==> config.mk <==
export PLATFORM = sky130hd
export DESIGN_NAME = uart_rx_status
export DESIGN_NICKNAME = d
export VERILOG_FILES = /design/src/rtl/uart_rx_pkg.sv /design/src/rtl/uart_rx_line_sel.sv /design/src/rtl/uart_rx_framer.sv /design/src/rtl/uart_rx_err_flags.sv /design/src/rtl/uart_rx_status.sv
export SDC_FILE = /design/constraint.sdc
export NUM_CORES = 1
export LEC_CHECK = 0
export ABC_AREA = 1
export BUFFER_PORTS_ARGS = -buffer_cell sky130_fd_sc_hd__buf_2
export CAP_MARGIN = 25
export CORE_MARGIN = 5
export CORE_UTILIZATION = 53
export DETAILED_ROUTE_END_ITERATION = 6
export GPL_TIMING_DRIVEN = 0
export PLACE_DENSITY = 0.76
export SLEW_MARGIN = 10
export SYNTH_ARGS = -nofsm -noshare
export SYNTH_HDL_FRONTEND = slang
export SYNTH_HIERARCHICAL = 1
export SYNTH_SLANG_ARGS = --single-unit
==> constraint.sdc <==
create_clock -name clk_i -period 2.4 [get_ports clk_i]
set_clock_uncertainty 0.2 [all_clocks]
set_input_delay 0.12 -clock clk_i [delete_from_list [all_inputs] [get_ports clk_i]]
set_output_delay 0.12 -clock clk_i [all_outputs]
set_load 0.03 [all_outputs]
==> src/rtl/uart_rx_pkg.sv <==
package uart_rx_pkg;
  localparam int unsigned DATA_W   = 9;
  localparam int unsigned STAT_W   = 8;
  localparam int unsigned FLAG_LSB = 3;  // sticky flags: break, framing, parity, overrun
  localparam int unsigned NFLAG    = 4;
  localparam int unsigned LIVE_BIT = 7;

  localparam logic [2:0] PM_ODD   = 3'd1;
  localparam logic [2:0] PM_EVEN  = 3'd2;
  localparam logic [2:0] PM_MARK  = 3'd3;
  localparam logic [2:0] PM_SPACE = 3'd4;

  typedef enum logic [2:0] {
    ST_IDLE, ST_START, ST_DATA, ST_PAR, ST_STOP, ST_HOLD
  } rx_state_e;

  typedef struct packed {
    logic [3:0] nbits;
    logic       par_en;
    logic [2:0] pmode;
    logic       two_stop;
  } fmt_t;

  function automatic fmt_t fmt_decode(input logic [7:0] raw);
    fmt_t f;
    f.nbits    = (raw[3:0] == 4'd7 || raw[3:0] == 4'd9) ? raw[3:0] : 4'd8;
    f.pmode    = raw[6:4];
    f.par_en   = (f.nbits != 4'd9) && (raw[6:4] >= PM_ODD) && (raw[6:4] <= PM_SPACE);
    f.two_stop = raw[7];
    return f;
  endfunction
endpackage

==> src/rtl/uart_rx_line_sel.sv <==
module uart_rx_line_sel #(
  parameter int unsigned SYNC_STAGES = 2
) (
  input  logic clk_i,
  input  logic rst_ni,
  input  logic rx_i,
  input  logic tx_line_i,
  input  logic loop_en_i,
  input  logic half_duplex_i,
  input  logic tx_busy_i,
  output logic line_o
);
  logic [SYNC_STAGES-1:0] sync_q;
  logic src;

  assign src = loop_en_i ? tx_line_i : rx_i;

  always_ff @(posedge clk_i or negedge rst_ni) begin
    if (!rst_ni) sync_q <= '1;
    else         sync_q <= {sync_q[SYNC_STAGES-2:0], src};
  end

  // own transmission masked in half-duplex
  assign line_o = (half_duplex_i && tx_busy_i) ? 1'b1 : sync_q[SYNC_STAGES-1];
endmodule

==> src/rtl/uart_rx_framer.sv <==
module uart_rx_framer
  import uart_rx_pkg::*;
#(
  parameter int unsigned OVS = 16
) (
  input  logic              clk_i,
  input  logic              rst_ni,
  input  logic              tick_i,
  input  logic              line_i,
  input  logic [7:0]        fmt_i,
  output logic              done_o,
  output logic [DATA_W-1:0] data_o,
  output logic              par_err_o,
  output logic              frm_err_o,
  output logic              brk_o,
  output logic              brk_live_o
);
  localparam int unsigned CW   = (OVS > 2) ? $clog2(OVS) : 1;
  localparam int unsigned HALF = OVS / 2;

  rx_state_e         state_q;
  logic [CW-1:0]     cnt_q;
  logic [3:0]        bit_q;
  logic [DATA_W-1:0] shreg_q;
  logic              all_low_q, par_bit_q, stop2_q, frm_q, live_q, done_q, brk_q;
  fmt_t              fmt_q;
  logic              bit_end, ones, stop_bad;

  assign bit_end  = (cnt_q == CW'(OVS - 1));
  assign stop_bad = frm_q | ~line_i;

  always_ff @(posedge clk_i or negedge rst_ni) begin
    if (!rst_ni) begin
      state_q   <= ST_IDLE;
      cnt_q     <= '0;
      bit_q     <= '0;
      shreg_q   <= '0;
      all_low_q <= 1'b0;
      par_bit_q <= 1'b0;
      stop2_q   <= 1'b0;
      frm_q     <= 1'b0;
      live_q    <= 1'b0;
      done_q    <= 1'b0;
      brk_q     <= 1'b0;
      fmt_q     <= '0;
    end else begin
      done_q <= 1'b0;
      brk_q  <= 1'b0;
      if (tick_i) begin
        unique case (state_q)
          ST_IDLE: if (!line_i) begin
            state_q <= ST_START;
            cnt_q   <= '0;
          end
          ST_START: if (cnt_q == CW'(HALF - 1)) begin
            if (!line_i) begin
              state_q   <= ST_DATA;
              cnt_q     <= '0;
              bit_q     <= '0;
              all_low_q <= 1'b1;
              stop2_q   <= 1'b0;
              frm_q     <= 1'b0;
              fmt_q     <= fmt_decode(fmt_i);
            end else begin
              state_q <= ST_IDLE;  // glitch
            end
          end else cnt_q <= cnt_q + 1'b1;
          ST_DATA: if (bit_end) begin
            cnt_q     <= '0;
            shreg_q   <= {line_i, shreg_q[DATA_W-1:1]};
            all_low_q <= all_low_q & ~line_i;
            if (bit_q == fmt_q.nbits - 4'd1) state_q <= fmt_q.par_en ? ST_PAR : ST_STOP;
            else                             bit_q   <= bit_q + 4'd1;
          end else cnt_q <= cnt_q + 1'b1;
          ST_PAR: if (bit_end) begin
            cnt_q     <= '0;
            par_bit_q <= line_i;
            all_low_q <= all_low_q & ~line_i;
            state_q   <= ST_STOP;
          end else cnt_q <= cnt_q + 1'b1;
          ST_STOP: if (bit_end) begin
            cnt_q <= '0;
            if (!stop2_q && !line_i && all_low_q) begin
              brk_q   <= 1'b1;
              live_q  <= 1'b1;
              state_q <= ST_HOLD;
            end else if (stop2_q || !fmt_q.two_stop) begin
              done_q  <= 1'b1;
              frm_q   <= stop_bad;
              state_q <= stop_bad ? ST_HOLD : ST_IDLE;
            end else begin
              stop2_q <= 1'b1;
              frm_q   <= stop_bad;
            end
          end else cnt_q <= cnt_q + 1'b1;
          ST_HOLD: if (line_i) begin
            state_q <= ST_IDLE;
            live_q  <= 1'b0;
          end
          default: state_q <= ST_IDLE;
        endcase
      end
    end
  end

  assign data_o = shreg_q >> (4'(DATA_W) - fmt_q.nbits);
  assign ones   = ^data_o;

  always_comb begin
    case (fmt_q.pmode)
      PM_ODD:   par_err_o = ~(ones ^ par_bit_q);
      PM_EVEN:  par_err_o = ones ^ par_bit_q;
      PM_MARK:  par_err_o = ~par_bit_q;
      PM_SPACE: par_err_o = par_bit_q;
      default:  par_err_o = 1'b0;
    endcase
    par_err_o = par_err_o & fmt_q.par_en;
  end

  assign done_o     = done_q;
  assign frm_err_o  = frm_q;
  assign brk_o      = brk_q;
  assign brk_live_o = live_q;
endmodule

==> src/rtl/uart_rx_err_flags.sv <==
module uart_rx_err_flags
  import uart_rx_pkg::*;
(
  input  logic              clk_i,
  input  logic              rst_ni,
  input  logic              rd_i,
  input  logic [NFLAG-1:0]  set_i,
  input  logic              live_i,
  output logic [STAT_W-1:0] status_o
);
  logic [NFLAG-1:0] flag_q;

  for (genvar i = 0; i < NFLAG; i++) begin : g_flag
    always_ff @(posedge clk_i or negedge rst_ni) begin
      if (!rst_ni) flag_q[i] <= 1'b0;
      else         flag_q[i] <= set_i[i] | (flag_q[i] & ~rd_i);  // set beats clear
    end
  end

  always_comb begin
    status_o                    = '0;
    status_o[FLAG_LSB +: NFLAG] = flag_q;
    status_o[LIVE_BIT]          = live_i;
  end
endmodule

==> src/rtl/uart_rx_status.sv <==
module uart_rx_status
  import uart_rx_pkg::*;
#(
  parameter int unsigned OVS         = 16,
  parameter int unsigned SYNC_STAGES = 2
) (
  input  logic              clk_i,
  input  logic              rst_ni,
  input  logic              tick_i,
  input  logic [7:0]        fmt_i,
  input  logic              loop_en_i,
  input  logic              half_duplex_i,
  input  logic              rx_i,
  input  logic              tx_line_i,
  input  logic              tx_busy_i,
  output logic [DATA_W-1:0] rx_data_o,
  output logic              rx_valid_o,
  input  logic              rx_ready_i,
  input  logic              fifo_full_i,
  input  logic              status_rd_i,
  output logic [STAT_W-1:0] status_o
);
  logic              line, frame_done, par_err, frm_err, brk_pulse, brk_live, ovr_ev;
  logic [DATA_W-1:0] frame_data, data_q;
  logic              valid_q;
  logic [NFLAG-1:0]  flag_set;

  uart_rx_line_sel #(.SYNC_STAGES(SYNC_STAGES)) u_line (
    .clk_i, .rst_ni, .rx_i, .tx_line_i, .loop_en_i, .half_duplex_i, .tx_busy_i,
    .line_o(line)
  );

  uart_rx_framer #(.OVS(OVS)) u_framer (
    .clk_i, .rst_ni, .tick_i, .line_i(line), .fmt_i,
    .done_o(frame_done), .data_o(frame_data), .par_err_o(par_err),
    .frm_err_o(frm_err), .brk_o(brk_pulse), .brk_live_o(brk_live)
  );

  assign ovr_ev = frame_done & (fifo_full_i | (valid_q & ~rx_ready_i));

  always_ff @(posedge clk_i or negedge rst_ni) begin
    if (!rst_ni) begin
      valid_q <= 1'b0;
      data_q  <= '0;
    end else if (frame_done && !ovr_ev) begin
      valid_q <= 1'b1;
      data_q  <= frame_data;
    end else if (valid_q && rx_ready_i) begin
      valid_q <= 1'b0;
    end
  end

  assign flag_set = {ovr_ev, frame_done & par_err, frame_done & frm_err, brk_pulse};

  uart_rx_err_flags u_flags (
    .clk_i, .rst_ni, .rd_i(status_rd_i), .set_i(flag_set), .live_i(brk_live),
    .status_o
  );

  assign rx_data_o  = data_q;
  assign rx_valid_o = valid_q;
endmodule

### Yosys cells after proc, flatten, opt, wreduce, memory -nomap -nowiden

Index checks and enable logic that the tools add are counted.

| storage, ports and cells | value |
|---|---|
| word-level logic and storage cells | 167 |
| input port bits | 19 |
| register bits | 52 |

| operators by class | value |
|---|---|
| equal/unequal tests | 29 |
| reduce and logical (&&, ||, !) cells | 33 |
| bitwise gates (word level) | 22 |
| mux-type cells | 54 |
| $lt $le $gt $ge | 2 |
| shift operators | 1 |
| $add $sub $neg | 4 |

Operators by type and width:

| operator | count |
|---|---|
| $mux 3 | 11 |
| $mux 4 | 8 |
| $mux 1 | 26 |
| $pmux 3 s6 | 1 |
| $ne 2x1->1 const B | 8 |
| $eq 3x2->1 const B | 4 |
| $pmux 4 s3 | 1 |
| $reduce_and 6->1 | 2 |
| $and 1x1->1 | 10 |
| $ne 2x2->1 const B | 5 |
| $reduce_and 5->1 | 2 |
| $reduce_bool 2->1 | 5 |
| $eq 3x3->1 const B | 3 |
| $reduce_and 9->1 | 1 |
| $reduce_xor 9->1 | 1 |
| $shr 9x4->9 | 1 |
| $add 4x1->4 const B | 2 |
| $eq 4x3->1 const B | 2 |
| $eq 4x4->1 const B | 2 |
| $pmux 1 s2 | 4 |
| $pmux 4 s2 | 1 |
| $logic_and 1x1->1 | 7 |
| $reduce_and 7->1 | 1 |
| $eq 3x1->1 const B | 2 |
| other kinds (21) | 35 |

### Logic depth before layout (Yosys ltp)

Gate-level depths: netlist of the first run.

| logic depth | value |
|---|---|
| word-level depth | 9 |
| mapped depth | 24 |
| mapped depth without buffers | 23 |

### By module

Netlist of the first run, hierarchy kept.

Modules (own cells, without submodules):

| module | cells an instance | times used | seq. area each (um^2) | area an instance (um^2) |
|---|---|---|---|---|
| uart_rx_framer | 374 | 1 | 900.9 | 2635.0 |
| uart_rx_status | 50 | 1 | 250.2 | 454.2 |
| uart_rx_err_flags | 22 | 1 | 100.1 | 182.7 |
| uart_rx_line_sel | 9 | 1 | 52.6 | 78.8 |

### Worst setup path before layout of the first run

No wires, ideal clock.

| timing | value |
|---|---|
| kind | register -> register |
| from | reg u_framer/fmt_q[6] in the netlist's numbering |
| to | reg u_flags.flag_q[2], in the netlist u_flags/status_o[5] |
| period minus slack after synthesis | 2351 ps |
| arrival time | 2034 ps |
| buffers on the path | 1 |
| library setup time | 118 ps |
| path slack | 49 ps |
| stages on the path, launching flop included | 22 |
| path through | dfrtp_1 inv_1 buf_4 ha_1 inv_2 nand2_1 nor2_2 nand2_1 nand3_1 nand2_1 nand2_1 inv_1 nor2_2 nand2_1 nand3_1 nand3_1 nand2_1 inv_1 nand2_1 inv_1 inv_1 nand2_1 |

| between the ends | value |
|---|---|
| word-level cells in the longest chain between the ends | 9 |

RTL lines:

| item | line | text |
|---|---|---|
| from (decl) | uart_rx_framer.sv:26 | `fmt_t fmt_q;` |
| from (signal assigned) | uart_rx_framer.sv:63 | `fmt_q <= fmt_decode(fmt_i);` |
| $sub 4x4->4 (*) | uart_rx_framer.sv:106 | `assign data_o = shreg_q >> (4'(DATA_W) - fmt_q.nbits);` |
| $shr 9x4->9 (*) | uart_rx_framer.sv:106 |  |
| named net frame_data[7] | uart_rx_status.sv:24 | `logic [DATA_W-1:0] frame_data, data_q;` |
| $reduce_xor 9->1 (*) | uart_rx_framer.sv:107 | `assign ones = ^data_o;` |
| $xor 1x1->1 (*) | uart_rx_framer.sv:111, uart_rx_framer.sv:112 |  |
| $not 1->1 | uart_rx_framer.sv:111 | `PM_ODD: par_err_o = ~(ones ^ par_bit_q);` |
| $pmux 1 s4 (*) | uart_rx_framer.sv:110 | `case (fmt_q.pmode)` |
| $and 1x1->1 (*) | uart_rx_framer.sv:117 | `par_err_o = par_err_o & fmt_q.par_en;` |
| named net par_err | uart_rx_status.sv:23 | `logic line, frame_done, par_err, frm_err, brk_pulse, brk_live, ovr_ev;` |
| $and 1x1->1 (*) | uart_rx_status.sv:53 | `assign flag_set = {ovr_ev, frame_done & par_err, frame_done & frm_err, brk_pulse};` |
| named net flag_set[2] | uart_rx_status.sv:26 | `logic [NFLAG-1:0] flag_set;` |
| $or 1x1->1 (*) | uart_rx_err_flags.sv:16 | `else flag_q[i] <= set_i[i] \| (flag_q[i] & ~rd_i);` |
| to (signal, indexed assignment) | uart_rx_err_flags.sv:16 |  |
| to (decl) | uart_rx_err_flags.sv:11 | `logic [NFLAG-1:0] flag_q;` |

Mark *: on every way through the listed nets, which the timed path passes. The rest lies on a longest branch.
A chain may end at the register's enable or synchronous reset.

### Worst setup path in the final report of the first run

Ends and elaborated chain as after synthesis.

==> summary.txt, run 1 <==
status: finished clean
Lkg Pwr: 0.00208 uW
post-synthesis async set-or-reset flop share: 100%
worst ir drop on vdd: 0.000498 V
Synth top area share: 37.3%
DRT antenna net count: 0
Port Buffers: 33
dpl hpwl: 5470 um
DRC: 0
worst path required time: 2.39 ns
Max Slew Vio Count: 0
wirelength, routed: 7340 um
fin util: 63.6%
setup TNS: 0 ns
register area: 0.00130 mm2
yosys warns: 6
Filler Cell Count: 567
Total Power: 4700 uW
Layout Nets: 537
RSZ-0062 raised after global routing: yes
Post-synth EDFFs: 0
Vias/cell: 5.28
R2R cell count: 21
die height: 89.5 um
CP Capture Type: flip-flop
Area contributors post-synth: dfrtp_1 37%, nand2_1 17%, nand3_1 6.0%
clk sinks: 52
Final Hold Viols: 0
max_cap viols: 0
crit path time final: 2.35 ns
vias in the first global route: 2,859
clock buffer depth: 2
CP startpoint kind: flip-flop
multi-input logic area: 0.00180 mm2
TritonCTS buffer count: 5
worst slew pin tran: 0.625 ns
Die ar.: 0.00801 mm2
gpl congestion: 0.927
flops & latches, synth: 52
H-tree depth: 2
CTS tree: built
initial antenna violation count: 0
worst skew pair latency: 0.30 ns
share of cells above drive strength 1: 25.4%
GRT Overall Usage: 19.7%
hold-critical path depth: 6
achievable frequency: 425 MHz
Post-Syn Instances: 455
core area: 0.00624 mm2
top cell type by total area after synthesis: dfrtp_1
Worst slew margin: 57.7%
Starting Density: 53.7%
GRT overflow: 0
WL per Instance: 12.4 um
routed via count: 3,123
dominant synthesized flop cell: dfrtp_1
mapped cell area: 0.00335 mm2
PD cells: 1190 mW/mm2
Area growth syn-to-layout: 18.4%
Clock transition at path regs: 0.09 ns
synth unique cells: 42
Root Driver: clkbuf_8
final setup vio count: 0
syn avg cell area: 7.36 um2
post-route clock period utilization: 98.0%
Worst Path Max Fanout: 6
first-pass iteration count of the detailed router: 5
largest net degree at the start of global routing: 37
min-delay worst type: in -> reg
Starting DRT DRC Count: 159
Seq/Total Area, Yosys: 38.9%
n_diodes: 0
first-pass GRT wire length: 12,500 um
die width: 89.5 um
CP Class: reg -> reg
# rows: 29
Worst EP arrival: 2.34 ns
I/O pin cnt: 37
## worst max-delay path, stage by stage, from the launching register on
cell and delay (ns):
dfrtp_1 0.37, inv_2 0.05, buf_6 0.12, ha_4 0.16, nand2_1 0.13, nand2_4 0.09, nor2_4 0.18, nand3_2 0.11
nand2_2 0.10, nor2_1 0.06, nor2_2 0.09, nand2_1 0.07, nand2_2 0.08, nand2_1 0.05, nand3_1 0.07, nand3_1 0.07
nand2_1 0.06, inv_1 0.04, nand2_1 0.04, inv_1 0.03, inv_1 0.04, nand2_1 0.05
## through the flow
stage / std cells / hold slack, ns / worst slack (ns) / instance area, um2
after CTS: 591 / 0.0121 / 0.00672 / 3910
after global placement: 567 / 0.117 / -0.189 / 3620
final: 592 / 0.0151 / 0.0489 / 3970
after global routing: 592 / 0.0496 / -0.181 / 3970
after detailed placement: 568 / -0.119 / -0.252 / 3640
after floorplan: 457 / -0.376 / 0.0485 / 3360
## per-layer routing
layer / vias up / GRT usage, % / wire length, um / share of wire (%)
li1: 1592 / - / - / -
met1: 1436 / 26.3 / 3400 / 46
met2: 87 / 33.0 / 3470 / 47
met3: 8 / 3.41 / 376 / 5.1
met4: 0 / 5.28 / 85 / 1.2
met5: - / 0 / 0 / 0
## cell usage in the layout, fill, tap and decap left out, types with 6 or more instances in the layout
cell type / netlist / routed
a21oi_1: 11 / 11
buf_2: 1 / 34
buf_4: 7 / 11
buf_6: 5 / 7
clkbuf_8: 0 / 6
dfrtp_1: 50 / 50
dlygate4sd3_1: 0 / 10
inv_1: 44 / 42
inv_2: 11 / 13
nand2_1: 149 / 141
nand2_2: 9 / 15
nand3_1: 40 / 37
nand3_2: 6 / 8
nand4_1: 16 / 16
nor2_1: 23 / 23
o21ai_0: 23 / 22
o21ai_2: 6 / 7
## state kept, by name, indices dropped and copies added, names as in the netlist
name,count
rx_valid_o,1
u_framer/cnt_q,4
u_framer/fmt_q,9
rx_data_o,9
u_framer/frm_err_o,1
u_framer/brk_live_o,1
u_framer/all_low_q,1
u_framer/done_o,1
u_line/sync_q,2
u_framer/state_q,3
u_framer/stop2_q,1
u_framer/brk_o,1
u_framer/bit_q,4
u_framer/par_bit_q,1
u_flags/status_o,4
u_framer/shreg_q,9
## worst paths after layout
kind,endpoint,slack [ns],start
setup / recovery,u_flags/status_o[5],0.05,u_framer/fmt_q[6]
hold / removal,u_flags/status_o[6],0.02,rx_ready_i
setup reg to reg,u_flags/status_o[5],0.05,u_framer/fmt_q[6]
hold reg to reg,u_line/sync_q[1],0.16,u_line/sync_q[0]
max in group asynchronous,u_line/sync_q[1],1.32,rst_ni
min in group asynchronous,rx_data_o[2],0.08,rst_ni
## area by class of cell
class                   instances  area share [%]
plain buffers                  14            3.15
flip-flops and latches         52            32.9
clock inverters                 1           0.189
inverters                      57            5.52
well taps                      77            2.43
clock buffers                   7            2.18
repair buffers                 50            8.33
multi-input cells             334            45.3
## Yosys cell counts, drive strengths merged, types with 4 or more instances
master and count:
a21oi 11, buf 13, dfrtp 50, ha 4
inv 57, nand2 160, nand3 46, nand4 16
nor2 34, nor3 8, o21ai 33, xor2 4
## timing repair
| action | CTS | global route |
|---|---|---|
| hold buffers | 10 | 0 |
| endpoints found under the hold margin | 60 | 0 |
| setup endpoints to repair | 3 | 6 |
| resized for setup | 10 | 14 |
| buffers inserted | 5 | 1 |
| pin swaps | 7 | 10 |
## kinds of logic after synthesis
logic type / Yosys count / synth area share [%]
adders and majority gates: 4 / 1.49
DFF: 52 / 38.9
and+or+nand+nor: 268 / 38.5
buffers and inverters: 71 / 10.0
other: 1 / 0.112
AOI/OAI and AO/OA: 54 / 9.67
xor gates and xnor gates: 5 / 1.31
## report_power, final
group          leakage, uW  switching, uW  internal, uW
Combinational      0.00135           1820          1120
Clock            0.0000445            279           235
Sequential        0.000677            188          1070
Power figures use the tool's default switching activity.
==> run 2, diff against run 1 <==
--- a/config.mk
+++ b/config.mk
@@ -12,6 +12,7 @@
 export CORE_UTILIZATION = 53
 export DETAILED_ROUTE_END_ITERATION = 6
 export GPL_TIMING_DRIVEN = 0
+export MAX_ROUTING_LAYER = met4
 export PLACE_DENSITY = 0.76
 export SLEW_MARGIN = 10
 export SYNTH_ARGS = -nofsm -noshare
==> run 2 against run 1 <==
Core utilization up 0.62 points. Global-route usage up 1.4 points. Combinational power up 3%. Clock-buffer cell count down 1. Maximum frequency down 1.2%. Clock power up 23%.
==> summary.txt, run 2 (synthesis results as in run 1) <==
gpl congestion: 0.929
fin util: 64.2%
share of cells above drive strength 1: 25.7%
DRC: 0
GRT Overall Usage: 21.1%
clk sinks: 52
PnR worst setup slack: 0.0215 ns
WL per Instance: 12.6 um
Starting DRT DRC Count: 196
routed via count: 3,092
commonest non-fill, non-tap cell in the layout: nand2_1
Lkg Pwr: 0.00209 uW
first-pass GRT wire length: 12,900 um
H-tree depth: 2
wirelength, routed: 7450 um
Starting Density: 53.7%
first-pass iteration count of the detailed router: 4
core area: 0.00624 mm2
post-route clock period utilization: 99.1%
worst skew pair latency: 0.31 ns
vias in the first global route: 2,976
placed cell areas: 0.00364 mm2
CP Class: reg -> reg
Vias/cell: 5.23
Root Driver: clkbuf_8
Clock transition at path regs: 0.09 ns
Final Hold Viols: 0
status: finished clean
Worst slew margin: 57.4%
achievable frequency: 420 MHz
crit path time final: 2.38 ns
Area growth syn-to-layout: 19.6%
Worst EP arrival: 2.38 ns
worst ir drop on vdd: 0.000575 V
die height: 89.5 um
Port Buffers: 33
worst slew pin tran: 0.630 ns
final setup vio count: 0
Worst Path Max Fanout: 6
Die ar.: 0.00801 mm2
most frequent cells in the layout: 141 x nand2_1, 50 x dfrtp_1, 42 x inv_1
CP Capture Type: flip-flop
dpl hpwl: 5630 um
Inst Count DP: 568
design area: 0.00401 mm2
worst path required time: 2.40 ns
PD cells: 1220 mW/mm2
DRT antenna net count: 0
max_cap viols: 0
CTS tree: built
I/O pin cnt: 37
Setup WS pre-CTS: -0.286 ns
Layout Cells excl Fill: 591
Layout Nets: 536
initial antenna violation count: 0
min-delay worst type: in -> reg
Filler Cell Count: 560
Max Slew Vio Count: 0
# rows: 29
GRT overflow: 0
n_diodes: 0
RSZ-0062 raised after global routing: yes
clock buffer depth: 2
TritonCTS buffer count: 5
largest net degree at the start of global routing: 38
die width: 89.5 um
CP startpoint kind: flip-flop
## run 2: worst paths after layout
path	endpoint	cells past startpoint	slack (ns)	start
worst max register to register	u_flags/status_o[5]	21	0.02	u_framer/fmt_q[6]
max in group asynchronous	u_line/sync_q[1]	3	1.34	rst_ni
worst min register to register	u_line/sync_q[1]	0	0.16	u_line/sync_q[0]
worst max-delay path	u_flags/status_o[5]	21	0.02	u_framer/fmt_q[6]
worst min-delay path	rx_valid_o	4	0.01	fifo_full_i
min in group asynchronous	rx_data_o[2]	2	0.06	rst_ni
## run 2: area by class of cell
type / instances / area, um2 / share of cell area [%]
Multi-Input combinational cell: 334 / 1820 / 45.4
Sequential cell: 52 / 1300 / 32.5
Inverter: 57 / 219 / 5.47
Tap cell: 77 / 96.3 / 2.40
Timing Repair Buffer: 49 / 323 / 8.06
Clock inverter: 2 / 38.8 / 0.968
Clock buffer: 6 / 82.6 / 2.06
Buffer: 14 / 125 / 3.12
## run 2: power by group
group          internal (uW)  total (uW)  switching (uW)  leakage (uW)
registers               1070        1260             190      0.000677
clock network            341         632             291     0.0000614
logic                   1150        3020            1870       0.00135
total                   2560        4900            2350       0.00209
## run 2: per-stage QoR
stage                     total power (uW)  hold slack, ns  TNS (ns)
after CTS                             4750          0.0147         0
final                                 4900          0.0117         0
after floorplan                       3350          -0.376         0
after global placement                3780           0.116    -0.192
after global routing                  5350          0.0360    -0.233
after detailed placement              3860          -0.128    -0.327
## run 2: timing repair
action	CTS	global route
resized for setup	11	16
setup buffers	4	1
pin swaps	3	16
setup endpoints to repair	3	4
hold buffers	10	0
hold endpoints to repair	60	0
## run 2: metal layers
| layer | track usage [%] | part of all wire, % |
|---|---|---|
| met5 | - | 0 |
| met4 | 6.90 | 1.4 |
| met3 | 3.59 | 5.5 |
| met2 | 35.1 | 47 |
| met1 | 26.1 | 46 |
## run 2: critical path, cell delays in order (launching register included)
cell and delay, ns:
dfrtp_1 0.38, inv_2 0.06, buf_6 0.12, ha_4 0.15, nand2_1 0.10, nand2_4 0.10, nor2_4 0.21, nand3_2 0.12
nand2_2 0.11, nor2_2 0.04, nor2_2 0.09, nand2_1 0.08, nand2_2 0.08, nand2_1 0.05, nand3_1 0.06, nand3_1 0.07
nand2_1 0.06, inv_1 0.04, nand2_1 0.04, inv_1 0.03, inv_1 0.04, nand2_1 0.05
==> run 3, diff against run 2 <==
--- a/config.mk
+++ b/config.mk
@@ -9,11 +9,12 @@
 export BUFFER_PORTS_ARGS = -buffer_cell sky130_fd_sc_hd__buf_2
 export CAP_MARGIN = 25
 export CORE_MARGIN = 5
-export CORE_UTILIZATION = 53
+export CORE_UTILIZATION = 55
+export CTS_BUF_LIST = sky130_fd_sc_hd__clkbuf_8
 export DETAILED_ROUTE_END_ITERATION = 6
 export GPL_TIMING_DRIVEN = 0
 export MAX_ROUTING_LAYER = met4
-export PLACE_DENSITY = 0.76
+export PLACE_DENSITY = 0.79
 export SLEW_MARGIN = 10
 export SYNTH_ARGS = -nofsm -noshare
 export SYNTH_HDL_FRONTEND = slang
==> run 3 against run 2 <==
Total power rose by 0.89%. Worst setup slack improved by 0.085 ns. Critical endpoint unchanged. Final area barely moved. Die area fell by 3.2%. First-iteration DRC count fell by 15%. Register-to-register slack improved by 0.08 ns. Via count rose by 0.23%. Critical path depth did not move. Sequential share of layout area barely moved. Maximum frequency rose by 3.7%. Global-route usage fell by 0.35 points.
==> summary.txt, run 3 (synthesis results as in run 1) <==
status: finished clean
share of cells above drive strength 1: 26.6%
# rows: 28
min-delay worst type: in -> reg
reg-to-reg slack, setup: 0.11 ns
Starting DRT DRC Count: 167
worst ir drop on vdd: 0.000597 V
first-pass GRT wire length: 12,500 um
Starting Density: 56.6%
H-tree depth: 2
I/O pin cnt: 37
Worst slew margin: 52.4%
RSZ-0062 raised after global routing: yes
largest net degree at the start of global routing: 37
dpl hpwl: 5580 um
achievable frequency: 436 MHz
Layout Cells excl Fill: 591
Inst Count DP: 566
Die ar.: 0.00775 mm2
DRT antenna net count: 0
Clock transition at path regs: 0.10 ns
Final Hold Viols: 0
WL per Instance: 12.6 um
Vias/cell: 5.24
core area: 0.00592 mm2
vias in the first global route: 2,895
max_cap viols: 0
gpl congestion: 0.889
commonest non-fill, non-tap cell in the layout: nand2_1
PD cells: 1240 mW/mm2
most frequent CP cell: nand2_1
setup TNS: 0 ns
die height: 88.1 um
Worst Path Max Fanout: 6
Port Buffers: 33
die width: 88.1 um
worst skew pair latency: 0.30 ns
worst path required time: 2.41 ns
n_diodes: 0
clk sinks: 52
DRC: 0
most frequent cells in the layout: 141 x nand2_1, 50 x dfrtp_1, 42 x inv_1
Crit-path slowest cell: dfrtp_1
worst slew pin tran: 0.704 ns
Root Driver: clkbuf_8
routed via count: 3,099
CP startpoint kind: flip-flop
CP Class: reg -> reg
wirelength, routed: 7450 um
GRT overflow: 0
first-pass iteration count of the detailed router: 4
Layout Nets: 538
CP Capture Type: flip-flop
crit path time final: 2.29 ns
Max Slew Vio Count: 0
Area growth syn-to-layout: 19.5%
TritonCTS buffer count: 5
Worst EP arrival: 2.30 ns
final setup vio count: 0
crit-path cells: inv_2 -> ha_4 -> inv_2 -> nand2_2 -> nand2_4 -> nor2_4 -> nand3_2 -> nand2_2 -> nand2_1 -> nand2_1 -> nand2_1 -> nand2_2 -> nand2_1 -> nand3_2 -> nand3_2 -> nand2_1 -> inv_1 -> nand2_1 -> inv_1 -> inv_1 -> nand2_1
initial antenna violation count: 0
GRT Overall Usage: 20.7%
Largest stage delay, worst path: 0.40 ns
Lkg Pwr: 0.00209 uW
CTS tree: built
post-route clock period utilization: 95.6%
clock buffer depth: 2
[run 3: cell type report]
class / count / area (um2)
clock buffers: 5 / 68.8
multi-input cells: 334 / 1810
inverters: 57 / 219
fillers: 494 / 1920
repair buffers: 52 / 345
flip-flops and latches: 52 / 1300
clock inverters: 3 / 46.3
well taps: 75 / 93.8
plain buffers: 13 / 114
[run 3: critical path, delay by kind of cell, from the launching register on]
| kind | cells | cell delay [ns] |
|---|---|---|
| buffers and inverters | 5 | 0.24 |
| flip-flops | 1 | 0.40 |
| adder cells (fa/ha/maj) | 1 | 0.15 |
| AND/OR/NAND/NOR | 15 | 1.20 |
[run 3: final timing paths]
kind | startpoint | to | depth (start not counted)
worst max register to register | u_framer/fmt_q[6] | u_flags/status_o[5] | 21
worst min register to register | u_line/sync_q[0] | u_line/sync_q[1] | 0
max in group asynchronous | rst_ni | u_line/sync_q[1] | 3
worst min-delay path | rx_ready_i | u_flags/status_o[6] | 6
worst max-delay path | u_framer/fmt_q[6] | u_flags/status_o[5] | 21
min in group asynchronous | rst_ni | rx_data_o[3] | 2
[run 3: power breakdown]
part	switching [uW]	internal, uW	total (uW)
registers	189	1070	1250
clock network	295	316	611
logic	1910	1170	3080
[run 3: metrics by stage]
step                power, uW  hold WS, ns  cell area (um2)  setup WS, ns  utilization (%)
floorplan                3350       -0.376             3360        0.0485                -
global placement         3770        0.113             3620        -0.190             61.1
global route             5380       0.0449             4010        -0.132             67.6
detailed placement       3850       -0.113             3640        -0.218             61.4
finish                   4950       0.0156             4010         0.106             67.6
CTS                      4690       0.0173             3930       0.00556             66.3
[run 3: timing repair]
action,CTS,global route
setup buffers,5,3
gates resized for setup,9,19
pin swaps,4,17
hold buffers,10,0
hold endpoints to repair,60,0
endpoints found under the setup margin,3,4
[run 3: metal layers]
layer,up-vias,global-route usage [%],part of all wire (%)
li1,1590,-,-
met1,1439,26.4,46
met2,65,35.7,49
met3,5,2.26,4.5
met4,0,4.67,0.68
met5,-,-,0
